File: src/rtl/seg_xlate_pkg.sv
package seg_xlate_pkg;

    localparam int unsigned SEG_COUNT = 8;
    localparam int unsigned ADDR_W    = 16;

    typedef enum logic [1:0] {
        ERR_NONE  = 2'd0,
        ERR_RANGE = 2'd1,
        ERR_PROT  = 2'd2
    } xl_err_e;

endpackage

File: src/rtl/seg_table.sv
module seg_table
    import seg_xlate_pkg::*;
#(
    parameter int unsigned N_SEG = SEG_COUNT,
    parameter int unsigned W     = ADDR_W,
    parameter int unsigned IDX_W = (N_SEG > 1) ? $clog2(N_SEG) : 1
) (
    input  logic             clk,
    input  logic             rst_n,
    input  logic             wr_en,
    input  logic [IDX_W-1:0] wr_idx,
    input  logic [W-1:0]     wr_base,
    input  logic [W-1:0]     wr_limit,
    input  logic             wr_valid,
    input  logic             wr_perm,
    input  logic [IDX_W-1:0] rd_idx,
    output logic [W-1:0]     rd_base,
    output logic [W-1:0]     rd_limit,
    output logic             rd_valid,
    output logic             rd_perm
);

    typedef struct packed {
        logic [W-1:0] base;
        logic [W-1:0] limit;
        logic         valid;
        logic         perm;
    } ent_t;

    ent_t tbl_d [N_SEG];
    ent_t tbl_q [N_SEG];

    // Next-state: one entry replaced per write, the others held.
    always_comb begin
        for (int i = 0; i < N_SEG; i++) begin
            tbl_d[i] = tbl_q[i];
            if (wr_en && (wr_idx == IDX_W'(i))) begin
                tbl_d[i].base  = wr_base;
                tbl_d[i].limit = wr_limit;
                tbl_d[i].valid = wr_valid;
                tbl_d[i].perm  = wr_perm;
            end
        end
    end

    always_ff @(posedge clk or negedge rst_n) begin
        if (!rst_n) begin
            for (int i = 0; i < N_SEG; i++) begin
                tbl_q[i] <= '0;
            end
        end else begin
            for (int i = 0; i < N_SEG; i++) begin
                tbl_q[i] <= tbl_d[i];
            end
        end
    end

    // Read port sees the registered contents only (old value during a write).
    always_comb begin
        rd_base  = tbl_q[rd_idx].base;
        rd_limit = tbl_q[rd_idx].limit;
        rd_valid = tbl_q[rd_idx].valid;
        rd_perm  = tbl_q[rd_idx].perm;
    end

    AST_TBL_WRITE_LANDS: assert property (@(posedge clk) disable iff (!rst_n)
        wr_en |=> (tbl_q[$past(wr_idx)].base  == $past(wr_base)) &&
                  (tbl_q[$past(wr_idx)].limit == $past(wr_limit)) &&
                  (tbl_q[$past(wr_idx)].valid == $past(wr_valid)));

endmodule

File: src/rtl/seg_check.sv
module seg_check
    import seg_xlate_pkg::*;
#(
    parameter int unsigned W  = ADDR_W,
    parameter int unsigned PW = W + 1
) (
    input  logic          ent_valid,
    input  logic          ent_perm,
    input  logic [W-1:0]  ent_base,
    input  logic [W-1:0]  ent_limit,
    input  logic [W-1:0]  off,
    input  logic          is_write,
    output xl_err_e       err,
    output logic [PW-1:0] paddr
);

    logic in_range;
    logic prot_fail;

    always_comb begin
        // Strict comparison: an offset equal to the limit is outside.
        in_range  = ent_valid && (off < ent_limit);
        prot_fail = is_write && !ent_perm;
        if (!in_range) begin
            err   = ERR_RANGE;       // range checked first
            paddr = '0;
        end else if (prot_fail) begin
            err   = ERR_PROT;
            paddr = '0;
        end else begin
            err   = ERR_NONE;
            paddr = PW'(ent_base) + PW'(off);
        end
    end

endmodule

File: src/rtl/seg_xlate.sv
module seg_xlate
    import seg_xlate_pkg::*;
#(
    parameter int unsigned N_SEG = SEG_COUNT,
    parameter int unsigned W     = ADDR_W,
    parameter int unsigned IDX_W = (N_SEG > 1) ? $clog2(N_SEG) : 1,
    parameter int unsigned PW    = W + 1
) (
    input  logic             clk,
    input  logic             rst_n,
    input  logic             cfg_we,
    input  logic [IDX_W-1:0] cfg_idx,
    input  logic [W-1:0]     cfg_base,
    input  logic [W-1:0]     cfg_limit,
    input  logic             cfg_valid,
    input  logic             cfg_wr_ok,
    input  logic             req_valid,
    input  logic [IDX_W-1:0] req_seg,
    input  logic [W-1:0]     req_off,
    input  logic             req_write,
    output logic             rsp_valid,
    output logic [1:0]       rsp_err,
    output logic [PW-1:0]    rsp_paddr,
    output logic             mem_req,
    output logic             mem_we
);

    typedef struct packed {
        logic          valid;
        xl_err_e       err;
        logic [PW-1:0] paddr;
        logic          mreq;
        logic          mwe;
    } rsp_t;

    logic [W-1:0]  ent_base;
    logic [W-1:0]  ent_limit;
    logic          ent_valid;
    logic          ent_perm;
    xl_err_e       chk_err;
    logic [PW-1:0] chk_paddr;

    rsp_t rsp_d;
    rsp_t rsp_q;

    seg_table #(
        .N_SEG (N_SEG),
        .W     (W),
        .IDX_W (IDX_W)
    ) u_table (
        .clk      (clk),
        .rst_n    (rst_n),
        .wr_en    (cfg_we),
        .wr_idx   (cfg_idx),
        .wr_base  (cfg_base),
        .wr_limit (cfg_limit),
        .wr_valid (cfg_valid),
        .wr_perm  (cfg_wr_ok),
        .rd_idx   (req_seg),
        .rd_base  (ent_base),
        .rd_limit (ent_limit),
        .rd_valid (ent_valid),
        .rd_perm  (ent_perm)
    );

    seg_check #(
        .W  (W),
        .PW (PW)
    ) u_check (
        .ent_valid (ent_valid),
        .ent_perm  (ent_perm),
        .ent_base  (ent_base),
        .ent_limit (ent_limit),
        .off       (req_off),
        .is_write  (req_write),
        .err       (chk_err),
        .paddr     (chk_paddr)
    );

    always_comb begin
        rsp_d       = '0;
        rsp_d.valid = req_valid;
        rsp_d.err   = ERR_NONE;
        if (req_valid) begin
            rsp_d.err = chk_err;
            if (chk_err == ERR_NONE) begin
                rsp_d.paddr = chk_paddr;
                rsp_d.mreq  = 1'b1;
                rsp_d.mwe   = req_write;
            end
        end
    end

    always_ff @(posedge clk or negedge rst_n) begin
        if (!rst_n) begin
            rsp_q <= '0;
        end else begin
            rsp_q <= rsp_d;
        end
    end

    assign rsp_valid = rsp_q.valid;
    assign rsp_err   = rsp_q.err;
    assign rsp_paddr = rsp_q.paddr;
    assign mem_req   = rsp_q.mreq;
    assign mem_we    = rsp_q.mwe;

    AST_RSP_FOLLOWS_REQ: assert property (@(posedge clk) disable iff (!rst_n)
        req_valid |=> rsp_valid);
    AST_NO_RSP_UNASKED: assert property (@(posedge clk) disable iff (!rst_n)
        !req_valid |=> !rsp_valid);
    AST_ERR_ZERO_ADDR: assert property (@(posedge clk) disable iff (!rst_n)
        (rsp_err != 2'd0) |-> (rsp_paddr == '0) && !mem_req);
    AST_MREQ_ONLY_OK: assert property (@(posedge clk) disable iff (!rst_n)
        mem_req |-> rsp_valid && (rsp_err == 2'd0));
    AST_MWE_NEEDS_WRITE: assert property (@(posedge clk) disable iff (!rst_n)
        mem_we |-> mem_req && $past(req_write));
    AST_PROT_ON_WRITE: assert property (@(posedge clk) disable iff (!rst_n)
        (rsp_err == 2'd2) |-> $past(req_write));
    AST_ERR_LEGAL: assert property (@(posedge clk) disable iff (!rst_n)
        rsp_err != 2'd3);

endmodule

File: config.mk
export PLATFORM = sky130hd
export DESIGN_NAME = seg_xlate
export DESIGN_NICKNAME = d
export VERILOG_FILES = /design/src/rtl/seg_xlate_pkg.sv /design/src/rtl/seg_table.sv /design/src/rtl/seg_check.sv /design/src/rtl/seg_xlate.sv
export SDC_FILE = /design/constraint.sdc
export NUM_CORES = 1
export LEC_CHECK = 0
export BUFFER_PORTS_ARGS = -buffer_cell sky130_fd_sc_hd__buf_2
export CAP_MARGIN = 30
export CORE_ASPECT_RATIO = 1.25
export CORE_MARGIN = 1.5
export CORE_UTILIZATION = 30
export CTS_CLUSTER_DIAMETER = 100
export CTS_CLUSTER_SIZE = 28
export DETAILED_ROUTE_END_ITERATION = 8
export SLEW_MARGIN = 10
export SYNTH_ARGS = -nofsm -noshare
export SYNTH_HDL_FRONTEND = slang
export SYNTH_SLANG_ARGS = --single-unit
export TNS_END_PERCENT = 30
File: constraint.sdc
create_clock -name clk -period 8.1 [get_ports clk]
set_input_delay 0.81 -clock clk [delete_from_list [all_inputs] [get_ports clk]]
set_output_delay 0.81 -clock clk [all_outputs]
set_load 0.1 [all_outputs]
==> results of run 1 <==
## logic make-up after synthesis
| logic type | after synthesis | synth area share (%) |
|---|---|---|
| XOR/XNOR | 10 | 0.637 |
| AND/OR/NAND/NOR | 62 | 2.60 |
| AO/OA/AOI/OAI | 54 | 2.50 |
| flip-flops | 294 | 53.6 |
| adder cells (fa/ha/maj) | 32 | 2.97 |
| multiplexers | 373 | 36.0 |
| buffers and inverters | 54 | 1.77 |
## per-stage QoR
stage | setup slack [ns] | utilization, % | instances
after floorplan | 4.19 | - | 879
after CTS | 3.74 | 33.6 | 1520
after global routing | 3.43 | 33.6 | 1520
after detailed placement | 3.20 | 32.7 | 1503
final | 3.86 | 33.6 | 1523
after global placement | 3.21 | 32.7 | 1503
## Yosys cell counts, types with 2 or more instances
cell type	count
sky130_fd_sc_hd__o31ai_1	2
sky130_fd_sc_hd__clkbuf_1	19
sky130_fd_sc_hd__mux4_2	68
sky130_fd_sc_hd__nand3_1	3
sky130_fd_sc_hd__nand4_1	3
sky130_fd_sc_hd__xor2_1	5
sky130_fd_sc_hd__mux2_2	287
sky130_fd_sc_hd__nor3b_2	2
sky130_fd_sc_hd__ha_1	31
sky130_fd_sc_hd__nor2_1	21
sky130_fd_sc_hd__nand2b_1	2
sky130_fd_sc_hd__and2_1	2
sky130_fd_sc_hd__nand4b_1	3
sky130_fd_sc_hd__nor2b_1	2
sky130_fd_sc_hd__buf_4	2
sky130_fd_sc_hd__xnor2_1	5
sky130_fd_sc_hd__a211oi_1	5
sky130_fd_sc_hd__or3_1	2
sky130_fd_sc_hd__nand2_1	11
sky130_fd_sc_hd__inv_1	5
sky130_fd_sc_hd__nor3_1	5
sky130_fd_sc_hd__mux2i_1	18
sky130_fd_sc_hd__a21o_1	3
sky130_fd_sc_hd__nor3_2	2
sky130_fd_sc_hd__buf_2	20
sky130_fd_sc_hd__dfrtp_1	294
sky130_fd_sc_hd__a21oi_1	15
sky130_fd_sc_hd__o21a_1	4
sky130_fd_sc_hd__o211ai_1	2
sky130_fd_sc_hd__buf_1	6
sky130_fd_sc_hd__o21ai_0	14
sky130_fd_sc_hd__a31oi_1	2
## worst max-delay path, cell delays in order
cell	delay [ns]
sky130_fd_sc_hd__buf_4	0.60
sky130_fd_sc_hd__buf_4	0.65
sky130_fd_sc_hd__mux4_2	0.59
sky130_fd_sc_hd__mux2i_1	0.21
sky130_fd_sc_hd__ha_1	0.27
sky130_fd_sc_hd__a21o_1	0.16
sky130_fd_sc_hd__a221oi_1	0.28
sky130_fd_sc_hd__nor3_1	0.12
sky130_fd_sc_hd__nor4_4	0.24
sky130_fd_sc_hd__nand4_4	0.31
sky130_fd_sc_hd__inv_2	0.16
sky130_fd_sc_hd__o2111a_1	0.21
## layout make-up
type                    instances  area, sq um
diodes                          3         7.51
clock buffers                  15          375
clock inverters                 2         21.3
fillers                      4339        30000
inverters                       6         22.5
multi-input cells             531         6160
flip-flops and latches        294         7360
well taps                     578          723
repair buffers                 94          526
## registers in the layout, indices dropped and copies added, names as in the netlist
name	count
u_table.tbl_q	272
mem_req	1
mem_we	1
rsp_valid	1
rsp_paddr	17
rsp_err	2
## layer usage
| layer | GRT usage [%] | part of all wire [%] |
|---|---|---|
| met3 | 2.34 | 4.3 |
| met2 | 23.6 | 49 |
| met1 | 18.9 | 45 |
| met4 | 3.15 | 1.7 |
| met5 | 0 | 0.18 |
## where the power goes
group	leakage, nW	total [W]	switching (W)	internal, W
Sequential	3.56	0.00192	0.000142	0.00178
Combinational	2.69	0.000990	0.000475	0.000515
Clock	0.196	0.000803	0.000463	0.000340
## path summary, 6_finish.rpt
| kind | start | endpoint | depth (start not counted) |
|---|---|---|---|
| hold reg to reg | u_table.tbl_q[59] | u_table.tbl_q[59] | 1 |
| max in group asynchronous | rst_n | u_table.tbl_q[121] | 2 |
| min in group clk | u_table.tbl_q[59] | u_table.tbl_q[59] | 1 |
| hold / removal | rst_n | u_table.tbl_q[146] | 1 |
| setup reg to reg | u_table.tbl_q[18] | rsp_paddr[14] | 11 |
| setup / recovery | req_seg[0] | rsp_paddr[14] | 12 |
==> results.toml, run 1 <==
[outcome]
run_status = "completed"

[placed_design]
cell_area_placed_sq_um = 14800
numPortBuffers = 82
gp_congestion = 0.801
dpl.hpwl_mm = 19.9

[route]
drt_first_pass_iters = 4
drtIter0Drc = 343
wl_per_cell_microns = 21.1
detail_route.wirelength_mm = 32.1
num_vias = 7637
detail_route.drc_violations = 0
post_drt_via_cell_ratio = 5.01
drt.antenna.violating_nets = 0

[power]
ir_drop_uv = 160
post-layout-total-power_w = 0.00371
power.static_leakage_nw = 6.45
power.density_nw_per_um2 = 244

[grt]
grt_start_max_net_pins = 175
grt_pass1_wl_mm = 50.7
vias_in_the_first_global_route = 8323
grt_antenna_before_repair = 7
grt-ovfl-total = 0
grt_use_total_pct = 14.0

[sta]
timing.final.setup_violations = 0
whs_ns = 0.325
finalHoldViolations = 0
report.final.slew_viol_count = 0
fmax_mhz = 236
fin_tns_setup_ns = 0
final_min_period_over_clock_period_pct = 52.4
finalWorstPathRequiredPeriod_ns = 4.24
max_slew.worst_pin.slew_ns = 1.10
max-slew-margin-rel_pct = 26.8
grt_setup_unrepaired = "no"
finalClockSkew_ns = 0.0217

[floorplan]
top_level_ports = 83
floorplan.die_area_sq_um = 47100
effective_utilization_at_floorplan_pct = 30.4
placement_rows = 87
die-width_microns = 194
die_h_microns = 242
coreArea_sq_um = 45200

[hold_path]
timing.hold.worst.class = "in -> async"

[yosys]
ys_async_sr_fraction_pct = 100
synth_nets = 972
synth_cell_type_count = 46
synth.area.top_cells = "sky130_fd_sc_hd__dfrtp_1 (54%), sky130_fd_sc_hd__mux2_2 (24%), sky130_fd_sc_hd__mux4_2 (11%)"
ys.warnings.count = 0
postSynthRegisterBits = 294
synth_edf_count = 0
sequential_area_share_after_synthesis_pct = 53.6
yosysTopAreaCell = "sky130_fd_sc_hd__dfrtp_1"
synthFlopType = "sky130_fd_sc_hd__dfrtp_1"
synthesis.area_per_instance_sq_um = 15.6
syn_area_sq_um = 13700
yosys.area.top_type_share_pct = 53.6
synthCells = 879

[critical_path]
path_class = "in -> reg"
end_kind = "flip-flop"
critPathMaxFanout = 38
critPathRequiredTime_ns = 8.55
cp.arrival_ns = 4.69
critical_path.startpoint_type = "primary input"
regToRegSetupSlack_ns = 4.82

[clocking]
cts_buffers = 14
number_of_levels_the_h_tree_was_split_into = 1
cts-root-to-sink-buffers = 3
clkTransAtPathRegs_ns = 0.11
worstSkewPairLatency_ns = 0.51
postCtsSetupBuffers = 0
ctsResizeCount = 0
clk_root_buffer_cell = "sky130_fd_sc_hd__clkbuf_16"
hold_buffer_count_at_cts = 0
tritoncts_num_sinks = 294
tritoncts_clock_tree = "done"

[flow_run]
max_cap_violations = 0

[layout]
final_area_sq_um = 15200
mostFrequentLayoutCell = "sky130_fd_sc_hd__dfrtp_1"
post_route_cells_drive_above_1_share_pct = 50.2
flow.area_growth_from_synthesis_pct = 10.6
nNetsFinal = 1034
layout_common_cells = "sky130_fd_sc_hd__dfrtp_1 (294), sky130_fd_sc_hd__mux2_2 (287), sky130_fd_sc_hd__buf_2 (80)"
Note: power is estimated with default switching activity, not from simulation.
==> inputs of run 2 (changes only) <==
- clock period: 8.1 -> 4 ns (I/O delays scaled with it)
==> run 2 against run 1 <==
  * Critical path depth down 3
  * Design area is 1.2% higher
  * Count of clock-buffer cells in the layout increased by 1
  * Die area did not move
  * Via count is 1.5% higher
  * Sequential power rose by 100%
==> results.toml, run 2 (synthesized netlist as in run 1, its figures left out) <==
[critical_path]
cp_slowest_stage_delay_ns = 0.53
critical_path.startpoint_type = "flip-flop"
critPathSlowestCell = "sky130_fd_sc_hd__a2111oi_0"
ff2ff_path_depth = 9
cp.arrival_ns = 3.51
critPathRequiredTime_ns = 4.44
end_kind = "flip-flop"
crit_path_cell_trace = "mux4_2 -> mux2i_1 -> ha_1 -> a2111oi_0 -> nand3_1 -> o2111ai_1 -> nand4_4 -> inv_2 -> o2111a_1"
critPathMaxFanout = 16
path_class = "reg -> reg"

[route]
post_drt_via_cell_ratio = 5.03
num_vias = 7752
drt.antenna.violating_nets = 0
wl_per_cell_microns = 21.0
drtIter0Drc = 368
drt_first_pass_iters = 4
detail_route.drc_violations = 0
detail_route.wirelength_mm = 32.4

[floorplan]
effective_utilization_at_floorplan_pct = 30.4
top_level_ports = 83
die_h_microns = 242
coreArea_sq_um = 45200
floorplan.die_area_sq_um = 47100
placement_rows = 87
die-width_microns = 194

[clocking]
clkTransAtPathRegs_ns = 0.11
hold_buffer_count_at_cts = 1
postCtsSetupBuffers = 0
tritoncts_num_sinks = 294
worstSkewPairLatency_ns = 0.50
clk_root_buffer_cell = "sky130_fd_sc_hd__clkbuf_16"
cts-root-to-sink-buffers = 3
tritoncts_clock_tree = "done"
ctsResizeCount = 0
number_of_levels_the_h_tree_was_split_into = 1
cts_buffers = 14

[hold_path]
timing.hold.worst.class = "in -> reg"
holdPathStages = 1

[grt]
grt-ovfl-total = 0
grt_pass1_wl_mm = 50.9
grt_start_max_net_pins = 106
vias_in_the_first_global_route = 8306
grt_antenna_before_repair = 7
grt_use_total_pct = 14.0

[sta]
timing.final.setup_violations = 0
report.final.slew_viol_count = 0
final_min_period_over_clock_period_pct = 76.6
grt_setup_unrepaired = "no"
max-slew-margin-rel_pct = 45.3
finalHoldViolations = 0
finalClockSkew_ns = 0.0242
fin_tns_setup_ns = 0
finalWorstPathRequiredPeriod_ns = 3.07
fmax_mhz = 326
max_slew.worst_pin.slew_ns = 0.820

[flow_run]
max_cap_violations = 0

[layout]
largest_register = "u_table.tbl_q"
layout_common_cells = "sky130_fd_sc_hd__dfrtp_1 (294), sky130_fd_sc_hd__mux2_2 (287), sky130_fd_sc_hd__buf_2 (80)"
largest_register_ffs = 272
mostFrequentLayoutCell = "sky130_fd_sc_hd__dfrtp_1"
utilization_pct = 34.0
flow.area_growth_from_synthesis_pct = 11.9
post_route_cells_drive_above_1_share_pct = 51.0
nNetsFinal = 1053

[placed_design]
dpl.hpwl_mm = 21.2
gp_congestion = 0.903
numPortBuffers = 82

[power]
power.density_nw_per_um2 = 489
ir_drop_uv = 251
power.static_leakage_nw = 6.55

[outcome]
run_status = "completed"
-- run 2: power by group --
group	internal, W	switching (W)	leakage, nW
clock	0.000689	0.000923	0.193
sequential	0.00360	0.000289	3.56
combinational	0.00106	0.000961	2.79
-- run 2: per-layer routing --
layer / vias to the layer above / routed length [microns] / track usage, %
met2: 146 / 16200 / 24.5
met4: 8 / 491 / 2.67
met3: 37 / 1330 / 2.28
met5: - / 45 / 0
li1: 3441 / - / -
met1: 4120 / 14300 / 18.4
-- run 2: per-stage QoR --
stage / area (sq um) / hold slack, ns / setup WS (ns) / power [W] / std cells
floorplan: 13700 / 0.104 / 0.497 / 0.00542 / 879
global placement: 15000 / 0.482 / 0.448 / 0.00592 / 1521
detailed placement: 15000 / 0.488 / 0.417 / 0.00599 / 1521
CTS: 15400 / 0.0970 / 0.878 / 0.00761 / 1539
global route: 15400 / 0.0912 / 0.707 / 0.00796 / 1539
finish: 15400 / 0.115 / 0.935 / 0.00752 / 1540
-- run 2: critical path: cells and delay by family (launching register included) --
family,cells,cell delay (ns)
mux,2,0.73
fa+ha+maj,1,0.29
compound gates,3,0.97
simple gates,2,0.47
buf+inv,1,0.16
flops,1,0.40
-- run 2: final timing paths --
kind | start | endpoint | slack, ns
max reg2reg | u_table.tbl_q[39] | rsp_paddr[14] | 0.93
max in group asynchronous | rst_n | u_table.tbl_q[102] | 2.37
min reg2reg | u_table.tbl_q[66] | u_table.tbl_q[66] | 0.51
max | u_table.tbl_q[39] | rsp_paddr[14] | 0.93
min in group asynchronous | rst_n | u_table.tbl_q[44] | 0.55
min | req_valid | rsp_valid | 0.12
-- run 2: area by class of cell --
cell class	instances	area, sq um
clock buffer	16	379
clock inverter	1	16.3
tap	578	723
timing repair buffer	113	708
fill	4261	29800
inverter	6	22.5
multi-input combinational	531	6160
antenna	1	2.50
sequential	294	7360
==> inputs of run 3 (changes only) <==
- clock period: 4 -> 3.05 ns (I/O delays scaled with it)
==> run 3 against run 2 <==
  * First-iteration DRC count shrank 17%
  * Clock skew up 0.0025 ns
  * Count of clock-buffer cells in the layout down 1
  * Largest power group unchanged
  * Non-clock buffer count up 50
  * Critical path depth up 3
  * Via count increased by 2.1%
  * Register-to-register slack got worse by 0.83 ns
  * Core utilization grew 1.1 points
  * Design area is 3.3% higher
  * Die area did not move
==> results.toml, run 3 (synthesized netlist as in run 1, its figures left out) <==
[critical_path]
worstSetupEndpoint = "rsp_paddr[4]"
regToRegEndpoint = "rsp_paddr[4]"
ff2ff_path_depth = 12
critPathMaxFanout = 15
end_kind = "flip-flop"
crit_top_cell = "sky130_fd_sc_hd__buf_4"
cp_top_family = "multiplexers"
path_depth = 12
cp.arrival_ns = 3.36
path_class = "reg -> reg"
regToRegSetupSlack_ns = 0.10
timing.critical_path.buf_inv = 3
critical_path.startpoint_type = "flip-flop"
startpoint = "u_table.tbl_q[9]"
critPathSlowestCell = "sky130_fd_sc_hd__mux4_2"
startpoint_of_the_lowest_slack_register_to_register_path = "u_table.tbl_q[9]"
crit_path_cell_trace = "mux4_2 -> mux2i_2 -> ha_1 -> and3_1 -> a221oi_1 -> nor3_1 -> buf_4 -> nor4_4 -> buf_4 -> nand4_4 -> buf_12 -> a211oi_1"
cp_slowest_stage_delay_ns = 0.49
critPathRequiredTime_ns = 3.46

[clocking]
clkTransAtPathRegs_ns = 0.11
cts-root-to-sink-buffers = 3
cts_buffers = 14
tritoncts_num_sinks = 294
tritoncts_clock_tree = "done"
number_of_levels_the_h_tree_was_split_into = 1
clk_root_buffer_cell = "sky130_fd_sc_hd__clkbuf_16"
worstSkewPairLatency_ns = 0.51

[power]
power.static_leakage_nw = 6.83
ir_drop_uv = 320
post-layout-total-power_w = 0.0101
power.density_nw_per_um2 = 637

[layout]
flow.area_growth_from_synthesis_pct = 15.6
largest_register_ffs = 272
utilization_pct = 35.2
largest_register = "u_table.tbl_q"
post_route_cells_drive_above_1_share_pct = 54.1
layout_common_cells = "sky130_fd_sc_hd__dfrtp_1 (294), sky130_fd_sc_hd__mux2_2 (287), sky130_fd_sc_hd__buf_2 (80)"
nNetsFinal = 1103
mostFrequentLayoutCell = "sky130_fd_sc_hd__dfrtp_1"
antenna_fix_cells = 0

[placed_design]
gp_congestion = 0.835
dpl.hpwl_mm = 21.1
numPortBuffers = 82

[sta]
timing.final.setup_violations = 0
report.final.slew_viol_count = 0
final_min_period_over_clock_period_pct = 96.7
fin_tns_setup_ns = 0
finalHoldViolations = 0
fmax_mhz = 339
max_slew.worst_pin.slew_ns = 0.769
finalClockSkew_ns = 0.0266
grt_setup_unrepaired = "yes"
finalWorstPathRequiredPeriod_ns = 2.95
max-slew-margin-rel_pct = 48.8

[grt]
vias_in_the_first_global_route = 8653
grt_start_max_net_pins = 95
grt-ovfl-total = 0
grt_use_total_pct = 13.8
grt_antenna_before_repair = 8
grt_pass1_wl_mm = 50.9

[route]
drtIter0Drc = 306
drt_first_pass_iters = 4
drt.antenna.violating_nets = 0
detail_route.wirelength_mm = 32.0
num_vias = 7914
detail_route.drc_violations = 0
post_drt_via_cell_ratio = 4.98
wl_per_cell_microns = 20.2

[hold_path]
timing.hold.worst.class = "in -> reg"

[floorplan]
placement_rows = 87
coreArea_sq_um = 45200
die_h_microns = 242
die-width_microns = 194
effective_utilization_at_floorplan_pct = 30.4
floorplan.die_area_sq_um = 47100
top_level_ports = 83

[outcome]
run_status = "completed"

[flow_run]
max_cap_violations = 0
## run 3: area by class of cell
| class | instances | area [sq um] |
|---|---|---|
| Clock buffer | 15 | 375 |
| Fill cell | 4274 | 29300 |
| Tap cell | 578 | 723 |
| Sequential cell | 294 | 7360 |
| Timing Repair Buffer | 163 | 1190 |
| Clock inverter | 1 | 16.3 |
| Multi-Input combinational cell | 531 | 6200 |
| Inverter | 6 | 22.5 |
## run 3: worst min path at each step
stage | start | endpoint | slack, ns | cells after the start
2_1_floorplan | rst_n | mem_req | 0.009 | 0
3_3_place_gp | rst_n | u_table.tbl_q[157] | 0.38 | 1
3_5_place_dp | rst_n | u_table.tbl_q[157] | 0.39 | 1
4_1_cts | req_write | mem_we | 0.1 | 2
5_1_grt | req_write | mem_we | 0.1 | 2
6_report | req_write | mem_we | 0.11 | 2
## run 3: metal layers
layer | wire length, microns | global-route usage, % | share of wire [%] | vias to the layer above
met2 | 16000 | 24.2 | 50 | 111
met5 | 92 | 0 | 0.29 | -
li1 | - | - | - | 3543
met4 | 462 | 2.25 | 1.4 | 14
met3 | 1230 | 2.58 | 3.8 | 49
met1 | 14300 | 18.1 | 45 | 4197
## run 3: metrics by stage
step | hold slack (ns) | setup WS [ns] | instances | instance area, sq um
6_report | 0.109 | 0.101 | 1588 | 15900
4_1_cts | 0.0986 | 0.0938 | 1587 | 15900
2_1_floorplan | 0.00941 | 0.00813 | 879 | 13800
3_3_place_gp | 0.383 | -0.115 | 1569 | 15400
3_5_place_dp | 0.391 | -0.151 | 1569 | 15400
5_1_grt | 0.0977 | -0.0141 | 1588 | 15900
## run 3: worst register-to-register path: stages, from the launching register on
cell	delay (ns)
sky130_fd_sc_hd__dfrtp_1	0.41
sky130_fd_sc_hd__mux4_2	0.49
sky130_fd_sc_hd__mux2i_2	0.21
sky130_fd_sc_hd__ha_1	0.28
sky130_fd_sc_hd__and3_1	0.17
sky130_fd_sc_hd__a221oi_1	0.25
sky130_fd_sc_hd__nor3_1	0.08
sky130_fd_sc_hd__buf_4	0.14
sky130_fd_sc_hd__nor4_4	0.20
sky130_fd_sc_hd__buf_4	0.19
sky130_fd_sc_hd__nand4_4	0.12
sky130_fd_sc_hd__buf_12	0.17
sky130_fd_sc_hd__a211oi_1	0.17
## run 3: report_power, final
part	switching [W]	internal [W]	total, W
clock network	0.00123	0.000903	0.00214
logic	0.00131	0.00159	0.00290
registers	0.000377	0.00471	0.00509
total	0.00292	0.00721	0.0101
## run 3: repair_timing
action,4_1_cts,5_1_grt
gates resized for setup,0,4
hold buffers,2,0
setup endpoints to repair,0,5
endpoints found under the hold margin,90,0
buffers inserted,0,1
